`src/rtl/xmode_regs.sv`:
```
module xmode_regs #(
  parameter int          LP_W      = 20,
  parameter int          SA_W      = 32,
  parameter logic [15:0] BANK_MASK = 16'h000F,
  parameter logic [15:0] MAX_XRES  = 16'd1600,
  parameter logic [15:0] MAX_YRES  = 16'd1200,
  parameter logic [15:0] MAX_BPP   = 16'd32
) (
  input  logic            clk,
  input  logic            rst_n,
  input  logic            idx_we,
  input  logic [15:0]     idx_wdata,
  input  logic            dat_we,
  input  logic [15:0]     dat_wdata,
  output logic [15:0]     dat_rdata,
  output logic [15:0]     xres,
  output logic [15:0]     yres,
  output logic [15:0]     bpp,
  output logic [LP_W-1:0] line_pitch,
  output logic [SA_W-1:0] start_addr,
  output logic [31:0]     bank_off,
  output logic            dac8,
  output logic            clr_req
);
  localparam logic [15:0] IX_ID = 0, IX_XR = 1, IX_YR = 2, IX_BPP = 3, IX_EN = 4,
                          IX_BANK = 5, IX_VW = 6, IX_VH = 7, IX_XO = 8, IX_YO = 9;
  localparam logic [15:0] IX_LAST = IX_YO;
  localparam int EB_ON = 0, EB_CAPS = 1, EB_DAC = 5, EB_NOCLR = 7;

  logic [15:0] idx_q, id_q, en_q, bank_q, vw_q, vh_q, xo_q, yo_q;
  logic [15:0] bpp_wv, bank_wv;
  logic        bpp_ok, id_ok, wr, setup;
  logic [2:0]  bytes_pp;
  logic [LP_W-1:0] pitch_calc;

  assign wr      = dat_we && idx_q <= IX_LAST;
  assign bpp_wv  = (dat_wdata == 16'd0) ? 16'd8 : dat_wdata;
  assign bpp_ok  = bpp_wv inside {16'd4, 16'd8, 16'd15, 16'd16, 16'd24, 16'd32};
  assign id_ok   = dat_wdata inside {[16'hB0C0:16'hB0C4]};
  assign bank_wv = dat_wdata & ((bpp == 16'd4) ? (BANK_MASK >> 2) : BANK_MASK);
  assign setup   = wr && idx_q == IX_EN && dat_wdata[EB_ON] && !en_q[EB_ON];
  assign bytes_pp   = 3'((bpp + 16'd7) >> 3);
  assign pitch_calc = (bpp == 16'd4) ? LP_W'(xres >> 1) : LP_W'(xres) * LP_W'(bytes_pp);
  assign bank_off   = {bank_q, 16'h0000};

  always_ff @(posedge clk) begin
    if (!rst_n) begin
      idx_q <= '0; id_q <= '0; xres <= '0; yres <= '0; bpp <= 16'd8;
      en_q <= '0; bank_q <= '0; vw_q <= '0; vh_q <= '0; xo_q <= '0; yo_q <= '0;
      line_pitch <= '0; start_addr <= '0; dac8 <= 1'b0; clr_req <= 1'b0;
    end else begin
      clr_req <= 1'b0;
      if (idx_we) idx_q <= idx_wdata;
      if (wr) begin
        case (idx_q)
          IX_ID:   if (id_ok) id_q <= dat_wdata;
          IX_XR:   xres <= dat_wdata;
          IX_YR:   yres <= dat_wdata;
          IX_BPP:  if (bpp_ok) bpp <= bpp_wv;
          IX_EN:   en_q <= dat_wdata;
          IX_BANK: bank_q <= bank_wv;
          IX_VW:   vw_q <= dat_wdata;
          IX_VH:   vh_q <= dat_wdata;
          IX_XO:   xo_q <= dat_wdata;
          IX_YO:   yo_q <= dat_wdata;
          default: ;
        endcase
      end
      if (setup) begin
        vw_q <= xres;
        vh_q <= yres;
        xo_q <= '0;
        yo_q <= '0;
        start_addr <= '0;
        line_pitch <= pitch_calc;
        clr_req <= !dat_wdata[EB_NOCLR];
        dac8 <= dat_wdata[EB_DAC];
      end
    end
  end

  always_comb begin
    case (idx_q)
      IX_ID:   dat_rdata = id_q;
      IX_XR:   dat_rdata = en_q[EB_CAPS] ? MAX_XRES : xres;
      IX_YR:   dat_rdata = en_q[EB_CAPS] ? MAX_YRES : yres;
      IX_BPP:  dat_rdata = en_q[EB_CAPS] ? MAX_BPP : bpp;
      IX_EN:   dat_rdata = en_q;
      IX_BANK: dat_rdata = bank_q;
      IX_VW:   dat_rdata = vw_q;
      IX_VH:   dat_rdata = vh_q;
      IX_XO:   dat_rdata = xo_q;
      IX_YO:   dat_rdata = yo_q;
      default: dat_rdata = '0;
    endcase
  end
endmodule


```
`config.mk`:
```
export PLATFORM = sky130hd
export DESIGN_NAME = xmode_regs
export DESIGN_NICKNAME = d
export VERILOG_FILES = /design/src/rtl/xmode_regs.sv
export SDC_FILE = /design/constraint.sdc
export NUM_CORES = 1
export LEC_CHECK = 0
export CORE_ASPECT_RATIO = 1.75
export CORE_MARGIN = 2
export CORE_UTILIZATION = 45
export CTS_BUF_LIST = sky130_fd_sc_hd__clkbuf_4
export DETAILED_ROUTE_END_ITERATION = 10
export GPL_TIMING_DRIVEN = 0
export PLACE_DENSITY = 0.72
export SLEW_MARGIN = 30
export SYNTH_ARGS = -nofsm -noshare
export SYNTH_HDL_FRONTEND = slang
export SYNTH_SLANG_ARGS = --single-unit
export TNS_END_PERCENT = 1
```
`constraint.sdc`:
```
create_clock -name clk -period 8.5 [get_ports clk]
set_input_delay 0.85 -clock clk [delete_from_list [all_inputs] [get_ports clk]]
set_output_delay 0.85 -clock clk [all_outputs]
set_load 0.05 [all_outputs]
```
==> results_dict.tcl <==
set metrics [dict create \
    clkTransAtPathRegs_ns 0.14 \
    hold_buffers 0 \
    critPathMostFrequentCell "clkbuf_1" \
    grt_max_degree 17 \
    h-tree-depth 4 \
    ys_seq_area_frac 0.375 \
    regArea_um2 3700 \
    root_buffer "clkbuf_4" \
    io_buffer_count 119 \
    synth_edf_count 0 \
    nNetsFinal 1470 \
    hold_viol_final 0 \
    fp.dieArea_um2 23200 \
    cp.required_ns 7.65 \
    post-cts-setup-buffers 0 \
    clock-sinks 185 \
    worst-path-buf-inv 5 \
    areaGrowthSynthToFinish_pct 20.8 \
    syn_inst 1203 \
    die_x_um 116 \
    rrSetupSlack_ns 3.46 \
    netlist_area_um2 9880 \
    worstHoldStart "en_q[11]" \
    synth_top_cell_by_area "dfxtp_1" \
    antenna_found_initial 1 \
    numCtsBuffers 17 \
    rows 71 \
    grt_pass1_wl_mm 52.6 \
    synthDistinctLibCells 64 \
    antenna_left 0 \
    end_kind "output pin" \
    io_pins 186 \
    slew_headroom 0.280 \
    pwr-share-clk 0.306 \
    cp.arrival_ns 4.62 \
    place_congestion 1.04 \
    dp_hpwl_mm 28.0 \
    ys_warn_count 0 \
    reg2reg_from "bpp[3]" \
    period_share 0.643 \
    start_util 0.460 \
    wl_mm 35.5 \
    criticalPathCategory "reg2out" \
    worstPathMaxFanout 10 \
    hold_path_end "en_q[11]" \
    multiInputGateArea_um2 5530 \
    synth_area_per_cell_um2 8.21 \
    crit_family "buffers and inverters" \
    synth_top_area_frac 0.375 \
    slowest_stage "clkdlybuf4s50_1" \
    power_frac_seq 0.563 \
    slew_violations 0 \
    fp.dieH_um 200 \
    status "completed" \
    wl_per_cell_um 20.8 \
    skew_ns 0.0345 \
    p_int_mw 1.08 \
    cpPeakStageDelay_ns 0.82 \
    ctsResizeCount 0 \
    vias 9553 \
    timing.rr.end "line_pitch[18]" \
    ys_seq_elements 185 \
    final_util 0.555 \
    grt_overflow 0 \
    synthTopCellsByArea "dfxtp_1 37%, nand2_1 9.2%, mux2i_1 6.7%" \
    swShare 0.308 \
    grt.total_usage 0.310 \
    cts_tree "done" \
    synthArstFlopShare 0 \
    postPlaceCellArea_um2 11700 \
    holdCritPathClass "reg2reg" \
    fin_setup_tns_ns 0 \
    tightest_slew_ns 1.08 \
    power.leakage_nw 5.11 \
    peakVddDrop_v 0.000144 \
    r2r_cells 14 \
    grt_util_met1 0.315 \
    hold_ws_ns 0.461 \
    power_density_nw_per_um2 131 \
    rsz0062_at_grt "no" \
    power.switching_mw 0.481 \
    drt-vias-per-instance 5.60 \
    drt_first_pass_iters 9 \
    core_um2 21500 \
    maxCapViolCount 0 \
    fmax_ghz 0.183 \
    drive_gt1_frac 0.0905 \
    fill_cells 2068 \
    crit_path_start_kind "flip-flop" \
    setup_viol 0 \
    ys.flop_type "dfxtp_1" \
    clock_tree.buffer_depth 2 \
    drt_iter0_markers 832 \
    p_comb_frac 0.131 \
    whs_path_depth 2 \
    top_usage_layer "met2" \
    grt_use_met2 0.557 \
    grt_pass1_vias 9227 \
    drc 0 \
    post-route-min-period_ns 5.47 \
    fin_area_um2 11900 \
    power_mw 1.56 \
    path_cells "clkbuf_1, clkbuf_1, clkbuf_1, clkbuf_1, nand4_1, nor2_1, a21oi_1, nand4_1, clkdlybuf4s50_1" \
    clkLatencyLatePin_ns 0.64 \
    grt_use_met3 0.0483 \
]
[through the flow]
stage / cells / worst slack, ns
floorplan: 1263 / 4.36
global placement: 1674 / 3.65
detailed placement: 1674 / 3.58
CTS: 1706 / 3.10
global route: 1707 / 2.80
finish: 1707 / 3.03
[cells in the mapped netlist, types with 3 or more instances]
| cell | instances |
|---|---|
| mux2i_1 | 66 |
| or2_2 | 3 |
| fa_1 | 15 |
| o21ai_0 | 28 |
| a32oi_1 | 4 |
| nor4_1 | 8 |
| nand2_1 | 241 |
| and3_1 | 19 |
| ha_1 | 18 |
| nand2b_1 | 3 |
| nor3_1 | 11 |
| dfxtp_1 | 185 |
| a2111oi_0 | 3 |
| o21a_1 | 4 |
| nor2_1 | 105 |
| and2_1 | 18 |
| inv_1 | 31 |
| a22o_1 | 5 |
| a22oi_1 | 10 |
| o31ai_1 | 3 |
| xnor2_1 | 13 |
| nand4_1 | 11 |
| buf_4 | 63 |
| nand3_1 | 55 |
| a221oi_1 | 9 |
| nor2b_1 | 6 |
| a21boi_0 | 17 |
| or4_1 | 3 |
| a31oi_1 | 3 |
| o22ai_1 | 4 |
| buf_2 | 13 |
| mux2_2 | 9 |
| a311oi_1 | 3 |
| a211oi_1 | 6 |
| clkbuf_1 | 57 |
| o211a_1 | 32 |
| o211ai_1 | 5 |
| a21boi_1 | 4 |
| a222oi_1 | 14 |
| o21bai_1 | 3 |
| a21oi_1 | 63 |
[cells by family after synthesis]
kind of cell             after synthesis  synth area share
other                                  1          0.000380
adder cells (fa/ha/maj)               33            0.0532
XOR/XNOR                              14            0.0124
flip-flops                           185             0.375
buffers and inverters                167            0.0890
AND/OR/NAND/NOR                      501             0.229
AO/OA/AOI/OAI                        227             0.164
multiplexers                          75            0.0771
[power by group through the flow]
| stage | Combinational, mW | Sequential, mW | Clock (mW) |
|---|---|---|---|
| after global placement | 0.200 | 0.899 | 0 |
| after CTS | 0.202 | 0.880 | 0.480 |
| after global routing | 0.216 | 0.882 | 0.514 |
| final | 0.205 | 0.880 | 0.478 |
| after floorplan | 0.143 | 0.900 | 0 |
| after detailed placement | 0.201 | 0.899 | 0 |
[cell type report]
cell class	instances	area share
antenna	1	0.000210
buffer	135	0.0636
clock buffer	18	0.0113
clock inverter	14	0.0104
inverter	32	0.0101
multi-input combinational	911	0.464
sequential	185	0.310
tap	292	0.0306
timing repair buffer	119	0.0998
[worst register-to-register path, stage by stage (launching register included)]
cell and delay [ns]:
dfxtp_1 0.55, o31a_1 0.27, nand2_1 0.08, xnor2_1 0.59
clkbuf_1 0.49, nand2_1 0.17, fa_1 0.56, inv_1 0.04
ha_1 0.40, a21oi_1 0.46, o21ai_0 0.26, a2111oi_0 0.48
nor2_1 0.17, a221oi_1 0.30, o21ai_0 0.12
[cells in the final DEF (no fill, tap or decap), types with 17 or more instances in the layout]
| cell type | instances |
|---|---|
| inv_1 | 31 |
| ha_1 | 18 |
| nor2_1 | 105 |
| clkbuf_1 | 57 |
| o21ai_0 | 28 |
| dfxtp_1 | 185 |
| and3_1 | 19 |
| buf_4 | 63 |
| nand3_1 | 55 |
| mux2i_1 | 66 |
| conb_1 | 61 |
| o211a_1 | 32 |
| nand2_1 | 241 |
| a21oi_1 | 63 |
| a21boi_0 | 17 |
| clkbuf_4 | 18 |
| and2_1 | 18 |
| clkdlybuf4s50_1 | 119 |
[state kept, by name, summed over array words and instances, names as in the netlist]
register / count
clr_req: 1
dac8: 1
vh_q: 16
bank_q: 4
idx_q: 16
line_pitch: 19
yo_q: 16
yres: 16
id_q: 16
bpp: 16
en_q: 16
xres: 16
xo_q: 16
vw_q: 16
[layer usage]
layer  part of all wire  vias up
li1                   -     4473
met1               0.35     4450
met2               0.51      482
met3              0.059      148
met4              0.082        0
met5                  0        -
[how the worst max path moves through the flow]
| stage | startpoint | to | slack, ns | cells after the start |
|---|---|---|---|---|
| 3_5_place_dp | bpp[3] | line_pitch[18] | 3.58 | 14 |
| 5_1_grt | idx_q[4] | dat_rdata[12] | 2.80 | 7 |
| 4_1_cts | idx_q[0] | dat_rdata[3] | 3.10 | 9 |
| 2_1_floorplan | bpp[3] | line_pitch[18] | 4.36 | 14 |
| 6_report | idx_q[0] | dat_rdata[0] | 3.03 | 9 |
| 3_3_place_gp | bpp[3] | line_pitch[18] | 3.65 | 14 |
Note: power is estimated with default switching activity, not from simulation.
